`config.mk`:
```
export PLATFORM = sky130hd
export DESIGN_NAME = uart_rx_wake
export DESIGN_NICKNAME = d
export VERILOG_FILES = /design/src/rtl/urxw_pkg.sv /design/src/rtl/urxw_vote.sv /design/src/rtl/urxw_deser.sv /design/src/rtl/urxw_wake.sv /design/src/rtl/uart_rx_wake.sv
export SDC_FILE = /design/constraint.sdc
export NUM_CORES = 1
export LEC_CHECK = 0
export CAP_MARGIN = 20
export CORE_MARGIN = 8
export CORE_UTILIZATION = 56
export CTS_CLUSTER_DIAMETER = 120
export DETAILED_ROUTE_END_ITERATION = 10
export DONT_BUFFER_PORTS = 1
export PLACE_DENSITY = 0.76
export SYNTH_ARGS = -nofsm -noshare
export SYNTH_HDL_FRONTEND = slang
export SYNTH_SLANG_ARGS = --single-unit
```
`constraint.sdc`:
```
create_clock -name clk -period 1.93 [get_ports clk]
set_clock_uncertainty 0.2 [all_clocks]
set_input_delay 0.0965 -clock clk [delete_from_list [all_inputs] [get_ports clk]]
set_output_delay 0.0965 -clock clk [all_outputs]
set_load 0.02 [all_outputs]
```
`src/rtl/urxw_pkg.sv`:
```
package urxw_pkg;
    typedef enum logic [1:0] {
        RX_IDLE  = 2'd0,
        RX_DATA  = 2'd1,
        RX_NINTH = 2'd2,
        RX_STOP  = 2'd3
    } rx_state_t;

    typedef enum logic {
        WK_AWAKE  = 1'b0,
        WK_ASLEEP = 1'b1
    } wake_state_t;

    localparam logic WAKE_BY_IDLE = 1'b0;
    localparam logic WAKE_BY_MARK = 1'b1;
endpackage

```
`src/rtl/urxw_vote.sv`:
```
module urxw_vote #(
    parameter int SMP = 3
) (
    input  logic [SMP-1:0] smp,
    output logic           line_bit,
    output logic           line_noisy
);
    localparam int CW = $clog2(SMP + 1);

    logic [CW-1:0] ones;

    always_comb begin
        ones = '0;
        for (int i = 0; i < SMP; i++) begin
            ones = ones + CW'(smp[i]);
        end
    end

    assign line_bit   = ones > CW'(SMP / 2);
    assign line_noisy = (ones != '0) && (ones != CW'(SMP));
endmodule

```
`src/rtl/urxw_deser.sv`:
```
module urxw_deser
    import urxw_pkg::*;
#(
    parameter int DATA_W = 8
) (
    input  logic              clk,
    input  logic              rst_n,
    input  logic              bit_tick,
    input  logic              line_bit,
    input  logic              line_noisy,
    input  logic              cfg_ninth,
    output logic              frame_done,
    output logic [DATA_W-1:0] f_data,
    output logic              f_ninth,
    output logic              f_stop_ok,
    output logic              f_noisy,
    output logic              start_hit,
    output logic              idle_one
);
    localparam int CW = (DATA_W > 1) ? $clog2(DATA_W) : 1;
    localparam logic [CW-1:0] LAST = CW'(DATA_W - 1);

    rx_state_t         state_q, state_d;
    logic [CW-1:0]     cnt_q;
    logic [DATA_W-1:0] sh_q;
    logic              ninth_q, stop_q, noise_q, done_q;

    // Next-state logic
    always_comb begin
        state_d = state_q;
        if (bit_tick) begin
            unique case (state_q)
                RX_IDLE:  if (!line_bit) state_d = RX_DATA;
                RX_DATA:  if (cnt_q == LAST) state_d = cfg_ninth ? RX_NINTH : RX_STOP;
                RX_NINTH: state_d = RX_STOP;
                RX_STOP:  state_d = RX_IDLE;
            endcase
        end
    end

    // State register
    always_ff @(posedge clk or negedge rst_n) begin
        if (!rst_n) state_q <= RX_IDLE;
        else        state_q <= state_d;
    end

    // Datapath and outputs
    always_ff @(posedge clk or negedge rst_n) begin
        if (!rst_n) begin
            cnt_q   <= '0;
            sh_q    <= '0;
            ninth_q <= 1'b0;
            stop_q  <= 1'b1;
            noise_q <= 1'b0;
            done_q  <= 1'b0;
        end else begin
            done_q <= 1'b0;
            if (bit_tick) begin
                unique case (state_q)
                    RX_IDLE: begin
                        if (!line_bit) begin
                            cnt_q   <= '0;
                            ninth_q <= 1'b0;
                            noise_q <= line_noisy;
                        end
                    end
                    RX_DATA: begin
                        sh_q    <= {line_bit, sh_q[DATA_W-1:1]};
                        cnt_q   <= cnt_q + 1'b1;
                        noise_q <= noise_q | line_noisy;
                    end
                    RX_NINTH: begin
                        ninth_q <= line_bit;
                        noise_q <= noise_q | line_noisy;
                    end
                    RX_STOP: begin
                        stop_q  <= line_bit;
                        noise_q <= noise_q | line_noisy;
                        done_q  <= 1'b1;
                    end
                endcase
            end
        end
    end

    assign frame_done = done_q;
    assign f_data     = sh_q;
    assign f_ninth    = ninth_q;
    assign f_stop_ok  = stop_q;
    assign f_noisy    = noise_q;
    assign start_hit  = bit_tick && (state_q == RX_IDLE) && !line_bit;
    assign idle_one   = bit_tick && (state_q == RX_IDLE) && line_bit;
endmodule

```
`src/rtl/urxw_wake.sv`:
```
module urxw_wake
    import urxw_pkg::*;
#(
    parameter int DATA_W = 8
) (
    input  logic clk,
    input  logic rst_n,
    input  logic sleep_set,
    input  logic wake_sel,
    input  logic cfg_ninth,
    input  logic idle_one,
    input  logic start_hit,
    input  logic frame_done,
    input  logic addr_mark,
    output logic asleep,
    output logic deliver,
    output logic idle_evt
);
    localparam int LEN_SHORT = DATA_W + 2;
    localparam int LEN_LONG  = DATA_W + 3;
    localparam int IW        = $clog2(LEN_LONG + 1);

    wake_state_t   wst_q, wst_d;
    logic [IW-1:0] idle_cnt_q;
    logic [IW-1:0] frame_len;
    logic          armed_q;
    logic          idle_reach, wake_idle, wake_mark, cnt_clear;

    assign frame_len  = cfg_ninth ? IW'(LEN_LONG) : IW'(LEN_SHORT);
    assign cnt_clear  = start_hit || sleep_set;
    assign idle_reach = idle_one && !cnt_clear && (idle_cnt_q == frame_len - 1'b1);
    assign wake_idle  = (wst_q == WK_ASLEEP) && (wake_sel == WAKE_BY_IDLE) && idle_reach;
    assign wake_mark  = (wst_q == WK_ASLEEP) && (wake_sel == WAKE_BY_MARK) && frame_done && addr_mark;

    // Next-state logic
    always_comb begin
        wst_d = wst_q;
        unique case (wst_q)
            WK_AWAKE:  if (sleep_set) wst_d = WK_ASLEEP;
            WK_ASLEEP: if (!sleep_set && (wake_idle || wake_mark)) wst_d = WK_AWAKE;
        endcase
    end

    // State register
    always_ff @(posedge clk or negedge rst_n) begin
        if (!rst_n) wst_q <= WK_AWAKE;
        else        wst_q <= wst_d;
    end

    // Idle period counter and idle arm
    always_ff @(posedge clk or negedge rst_n) begin
        if (!rst_n) begin
            idle_cnt_q <= '0;
            armed_q    <= 1'b0;
        end else begin
            if (cnt_clear)                                idle_cnt_q <= '0;
            else if (idle_one && idle_cnt_q < frame_len)  idle_cnt_q <= idle_cnt_q + 1'b1;
            if (frame_done)      armed_q <= 1'b1;
            else if (idle_reach) armed_q <= 1'b0;
        end
    end

    assign asleep   = (wst_q == WK_ASLEEP);
    assign deliver  = frame_done && ((wst_q == WK_AWAKE) || wake_mark);
    assign idle_evt = idle_reach && armed_q && (wst_q == WK_AWAKE);
endmodule

```
`src/rtl/uart_rx_wake.sv`:
```
module uart_rx_wake #(
    parameter int   DATA_W  = 8,
    parameter int   SMP     = 3,
    parameter logic PAR_ODD = 1'b0
) (
    input  logic              clk,
    input  logic              rst_n,
    input  logic              bit_tick,
    input  logic [SMP-1:0]    rx_smp,
    input  logic              cfg_ninth,
    input  logic              cfg_par,
    input  logic              wake_sel,
    input  logic              sleep_set,
    input  logic              rd_ack,
    output logic [DATA_W-1:0] rx_data,
    output logic              rx_ninth,
    output logic              asleep,
    output logic              rdy_p,
    output logic              idle_p,
    output logic              ovr_p,
    output logic              noise_p,
    output logic              frm_p,
    output logic              par_p,
    output logic              irq
);
    logic              line_bit, line_noisy;
    logic              frame_done, f_ninth, f_stop_ok, f_noisy;
    logic [DATA_W-1:0] f_data;
    logic              start_hit, idle_one;
    logic              addr_mark, deliver, idle_evt, par_bad;
    logic              full_q;

    urxw_vote #(.SMP(SMP)) u_vote (
        .smp        (rx_smp),
        .line_bit   (line_bit),
        .line_noisy (line_noisy)
    );

    urxw_deser #(.DATA_W(DATA_W)) u_deser (
        .clk        (clk),
        .rst_n      (rst_n),
        .bit_tick   (bit_tick),
        .line_bit   (line_bit),
        .line_noisy (line_noisy),
        .cfg_ninth  (cfg_ninth),
        .frame_done (frame_done),
        .f_data     (f_data),
        .f_ninth    (f_ninth),
        .f_stop_ok  (f_stop_ok),
        .f_noisy    (f_noisy),
        .start_hit  (start_hit),
        .idle_one   (idle_one)
    );

    assign addr_mark = (cfg_ninth && !cfg_par) ? f_ninth : f_data[DATA_W-1];
    assign par_bad   = cfg_ninth && cfg_par && ((^{f_data, f_ninth}) != PAR_ODD);

    urxw_wake #(.DATA_W(DATA_W)) u_wake (
        .clk        (clk),
        .rst_n      (rst_n),
        .sleep_set  (sleep_set),
        .wake_sel   (wake_sel),
        .cfg_ninth  (cfg_ninth),
        .idle_one   (idle_one),
        .start_hit  (start_hit),
        .frame_done (frame_done),
        .addr_mark  (addr_mark),
        .asleep     (asleep),
        .deliver    (deliver),
        .idle_evt   (idle_evt)
    );

    // Status pulses, receive holding register and data-present flag
    always_ff @(posedge clk or negedge rst_n) begin
        if (!rst_n) begin
            rx_data  <= '0;
            rx_ninth <= 1'b0;
            full_q   <= 1'b0;
            rdy_p    <= 1'b0;
            idle_p   <= 1'b0;
            ovr_p    <= 1'b0;
            noise_p  <= 1'b0;
            frm_p    <= 1'b0;
            par_p    <= 1'b0;
        end else begin
            rdy_p   <= 1'b0;
            ovr_p   <= 1'b0;
            noise_p <= 1'b0;
            frm_p   <= 1'b0;
            par_p   <= 1'b0;
            idle_p  <= idle_evt;
            if (rd_ack) full_q <= 1'b0;
            if (deliver) begin
                if (full_q && !rd_ack) begin
                    ovr_p <= 1'b1;
                end else begin
                    rdy_p    <= 1'b1;
                    full_q   <= 1'b1;
                    rx_data  <= f_data;
                    rx_ninth <= f_ninth;
                    frm_p    <= !f_stop_ok;
                    noise_p  <= f_noisy;
                    par_p    <= par_bad;
                end
            end
        end
    end

    assign irq = full_q;
endmodule

```
== Yosys cells after proc, flatten, opt, wreduce, memory -nomap -nowiden ==
Cells that the tools add are included.

* Add/subtract/negate cells: 5
* $lt $le $gt $ge: 2
* Eq/ne operators: 8
* Mux-type cells: 34
* Bitwise gates (word level): 4
* Reductions and logical operators: 44

{| class="wikitable"
|+ Operators with widths
! operator !! number
|-
| 1-bit two-way mux || 24
|-
| 1-bit logical AND || 20
|-
| 2-bit nonzero test || 5
|-
| 3-bit AND reduction || 3
|-
| 9-bit XOR reduction || 1
|-
| 4-bit two-way mux || 2
|-
| 2-bit case mux with 4 select lines || 1
|-
| 2-bit AND reduction || 4
|-
| 1-bit logical NOT || 6
|-
| 1-bit case mux with 2 select lines || 3
|-
| 3-bit case mux with 2 select lines || 1
|-
| 4-bit by 1-bit adder with 4-bit output, second input constant || 1
|-
| 2-bit == test, second input constant || 2
|-
| 4-bit == test || 1
|-
| 4-bit < comparator || 1
|-
| 2-bit two-way mux || 2
|-
| 2-bit != test, second input constant || 2
|-
| 4-bit by 1-bit subtractor with 4-bit output, second input constant || 1
|-
| 3-bit by 1-bit adder with 3-bit output, second input constant || 1
|-
| 3-bit == test, second input constant || 1
|-
| 1-bit logical OR || 3
|-
| 3-bit two-way mux || 1
|-
| 1-bit NOT || 3
|-
| 3-bit OR reduction || 1
|-
| other kinds (7) || 7
|}

* Bits in registers: 39
* Input bits: 11
* Word-level logic and storage cells: 116

== Depth between registers and ports, before layout ==
* Depth in word-level cells: 14
* Gate-level depth with buffers: 6
* Mapped depth without buffers: 6

== Hierarchy ==
From an unflattened synthesis, not the netlist that was laid out.

* Cells, all modules: 150
* Area, all modules: 1,879.3 um2

{| class="wikitable"
|+ Modules (own cells, without submodules)
! module !! times used !! cells an instance !! area an instance (um2)
|-
| urxw_deser || 1 || 61 || 790.8
|-
| uart_rx_wake || 1 || 45 || 668.1
|-
| urxw_wake || 1 || 40 || 380.4
|-
| urxw_vote || 1 || 4 || 40.0
|}

== Least setup slack after synthesis ==
Ideal clock, no wire load.

* Path type: register to register
* From: register u_deser.state_q[0]
* To: register u_deser.state_q[0]
* Library setup time: 133 ps
* Arrival: 1,510 ps
* Data required time: 1,597 ps
* Setup slack: 87 ps
* Cell stages (with the launch flop): 7
* Buffers on the path: 0
* Clock period less this slack: 1,843 ps
* Cell sequence: dfrtp_1 > inv_1 > ha_1 > a21boi_1 > o21ai_0 > o31ai_1 > o31ai_1

* Cells in the longest elaborated chain, start to end: 3

{| class="wikitable"
|+ RTL lines
! item !! line !! text
|-
| from (decl) || urxw_deser.sv:23 || <nowiki>rx_state_t state_q, state_d;</nowiki>
|-
| from (signal assigned) || urxw_deser.sv:44 || <nowiki>else state_q <= state_d;</nowiki>
|-
| 2-bit by 1-bit == test with 1-bit output or 2-bit logical NOT (tied branches) || urxw_deser.sv:32 || <nowiki>unique case (state_q)</nowiki>
|-
| 2-bit by 1-bit != test with 1-bit output (no source line) or 2-bit != test (tied branches) || -- ||
|-
| 3-bit AND reduction (no source line) || -- ||
|}

Parallel ways exist; a longest one is shown, timed or not.
A chain may end at the register's enable or synchronous reset.

== Final worst setup path ==
* From: register u_deser.state_q[1]
* To: register u_wake.armed_q

* Cells in the longest elaborated chain, start to end: 8

{| class="wikitable"
|+ RTL lines
! item !! line !! text
|-
| 2-bit logical NOT (*) || urxw_deser.sv:91, urxw_deser.sv:92 ||
|-
| 1-bit logical AND (*) || urxw_deser.sv:91, urxw_deser.sv:92 ||
|-
| 1-bit logical AND || urxw_deser.sv:91 || <nowiki>assign start_hit = bit_tick && (state_q == RX_IDLE) && !line_bit;</nowiki>
|-
| 1-bit logical OR || urxw_wake.sv:30 || <nowiki>assign cnt_clear = start_hit || sleep_set;</nowiki>
|-
| 1-bit logical NOT || urxw_wake.sv:31 || <nowiki>assign idle_reach = idle_one && !cnt_clear && (idle_cnt_q == frame_len - 1'b1);</nowiki>
|-
| 1-bit logical AND (*) (2 in series) || urxw_wake.sv:31 ||
|-
| 2-bit nonzero test (no source line) (*) || -- ||
|-
| to (signal assigned) || urxw_wake.sv:54 || <nowiki>armed_q <= 1'b0;</nowiki>
|-
| to (signal assigned) || urxw_wake.sv:58 || <nowiki>if (frame_done) armed_q <= 1'b1;</nowiki>
|-
| to (signal assigned) || urxw_wake.sv:59 || <nowiki>else if (idle_reach) armed_q <= 1'b0;</nowiki>
|-
| to (decl) || urxw_wake.sv:26 || <nowiki>logic armed_q;</nowiki>
|}

Every way passes the cells marked *; elsewhere a longest branch is shown, timed or not.

==> reports/results.tsv <==
metric	value	unit
I/O Buffers	0	
die width	73.7	µm
mapped cell area	1870	µm²
worst slew pin tran	0.424	ns
hold-critical path depth	3	
static leakage	0.983	nW
post-route insts no fill	215	
crit-path cells	inv_1 > ha_4 > and3_1 > nand4_1 > or2_1 > a21o_1	
critical path start-end classification	flip-flop to flip-flop	
initial antenna violation count	0	
Core ar.	3260	µm²
crit path launch type	flip-flop	
synthesized flop and latch total	39	
DRT Wirelength	3.71	mm
Critical Path Fanout Max	6	
Die Area	5430	µm²
FP Rows	21	
WP data required	1.98	ns
final hold vios	0	
post-CTS setup-driven buffer insertion count	0	
largest net degree at the start of global routing	34	
# placed instances	197	
global placer's final weighted congestion	0.801	
fin worst setup slack	0.0859	ns
Layout Nets	189	
HP Class	input pin to flip-flop	
total number of vias	1208	
CP max stage delay	0.42	ns
cell count of the worst reg-to-reg path	6	
setup_tns	0	ns
syn nets	167	
Initial Utilization	57.3	%
Antenna Cells	0	
status	completed	
Top FF cell, synth	dfrtp_1	
area added between synthesis and finish	16.1	%
RSZ-0062 raised after global routing	no	
maximum vdd drop	0.762	mV
EDFF count, synth	0	
Critical Path AT	1.89	ns
FILL cells	240	
clk buf depth	2	
vias in the first global route	1232	
syn_area_per_cell	12.8	µm²
TritonCTS Buffers	5	
Synthesis Warnings	0	
die extent in y	73.7	µm
fmax	542	MHz
pre-CTS setup slack	-0.0243	ns
number of remaining DRC errors	0	
Post-Syn Instances	146	
clock root buffer	clkbuf_4	
slowest stage cell, crit path	dfrtp_1	
Seq/Total Area, Yosys	52.4	%
Reg clk slew, reported paths	0.11	ns
Worst slew margin	70.9	%
commonest cells after routing, fill and taps aside	dfrtp_1 (38), mux2_2 (13), o21ai_0 (8), dlygate4sd3_1 (8)	
CP endpoint kind	flip-flop	
CTS tree	built	
Post-DP HPWL	2.50	mm
Synth cell types	39	
Tmin final	1.84	ns
Pre-antenna DRT Iters	4	
I/O pin total	28	
WL per Instance	17.3	µm
final setup violation count	0	
Final Max Slew Viols	0	
most common cell after layout, fill and taps aside	dfrtp_1	
count of antenna-violating nets left after detailed routing	0	
grt total ovfl	0	
Synth async-reset ratio	100	%
Tot GR Track Use	15.3	%
part of the cycle the worst path needs	95.6	%
clk_lat worst skew	0.34	ns
vias per inst	5.62	
first-pass GRT wire length	6.15	mm
violation count after the first detailed-route iteration	78	
htree depth	2	
Power Density	1350	nW/µm²
layout cells sized above 1	24.3	%
max_cap viols	0	
Sink Count	39	
worst max-delay path, delay by kind of cell (launching register included):
family / cells / cell delay [ns]
buffers and inverters: 1 / 0.15
DFF: 1 / 0.42
and+or+nand+nor: 3 / 0.62
adders and majority gates: 1 / 0.19
AOI/OAI and AO/OA: 1 / 0.19
through the flow:
stage	hold slack (ns)	utilization (%)	total power [mW]	cell area (µm²)
after floorplan	-0.399	-	2.18	1870
after global placement	-0.398	60.5	2.38	1970
after detailed placement	-0.398	60.5	2.45	1970
after CTS	0.00373	65.9	2.90	2150
after global routing	0.0154	66.5	3.14	2170
final	0.00164	66.5	2.92	2170
report_power, final:
| part | internal [mW] | switching [mW] |
|---|---|---|
| registers | 1.07 | 0.312 |
| clock network | 0.142 | 0.265 |
| logic | 0.656 | 0.476 |
| total | 1.87 | 1.05 |
metal layers:
layer,track usage (%),vias up,routed length (µm)
met2,24.5,33,1820
met1,18.4,603,1610
met5,0,-,0
met3,5.59,6,219
li1,-,566,-
met4,5.32,0,56
cells by family (layout without fill, tap and decap cells):
kind of cell	Yosys count	count (layout)	synth area share [%]
and+or+nand+nor	32	32	9.19
muxes	21	21	13.7
xor gates and xnor gates	8	8	4.49
DFF	39	39	52.4
AOI/OAI and AO/OA	29	29	11.2
adders and majority gates	10	10	7.11
buffers and inverters	7	30	1.88
worst paths after layout:
path | slack (ns) | startpoint | end
min reg2reg | 0.29 | u_wake.armed_q | u_wake.armed_q
min | 0.002 | rx_smp[2] | u_deser.f_noisy
min in group asynchronous | 0.50 | rst_n | u_deser.state_q[0]
max reg2reg | 0.09 | u_deser.state_q[1] | u_wake.armed_q
max | 0.09 | u_deser.state_q[1] | u_wake.armed_q
max in group asynchronous | 0.68 | rst_n | rx_data[7]
cell type report:
class	instances	area [µm²]	share of cell area, %
Tap cell	46	57.6	2.66
Inverter	5	18.8	0.867
Timing Repair Buffer	17	185	8.55
Clock inverter	1	5.00	0.231
Clock buffer	7	45.0	2.08
Sequential cell	39	977	45.1
Multi-Input combinational cell	100	877	40.5
repair_timing:
action,4_1_cts,5_1_grt
resized for setup,1,5
hold buffers,10,0
endpoints found under the hold margin,58,0
setup endpoints to repair,1,5
cells in the mapped netlist, types with 4 or more instances:
cell | number | area share, %
a21o_1 | 4 | 1.6
a21oi_1 | 4 | 1.1
dfrtp_1 | 38 | 51
ha_1 | 9 | 6.0
inv_1 | 5 | 1.0
mux2_2 | 13 | 7.8
mux2_4 | 6 | 4.8
nand2_1 | 7 | 1.4
nor2_1 | 5 | 1.0
nor2b_1 | 6 | 2.0
o21ai_0 | 9 | 2.4
xnor2_1 | 6 | 2.8
flip-flops by register name (all words and copies together) (netlist names), 2 cells and up:
| name | cells |
|---|---|
| rx_data | 8 |
| u_deser.f_data | 8 |
| u_deser.cnt_q | 3 |
| u_deser.state_q | 2 |
| u_wake.idle_cnt_q | 4 |
Note: power is estimated with default switching activity, not from simulation.
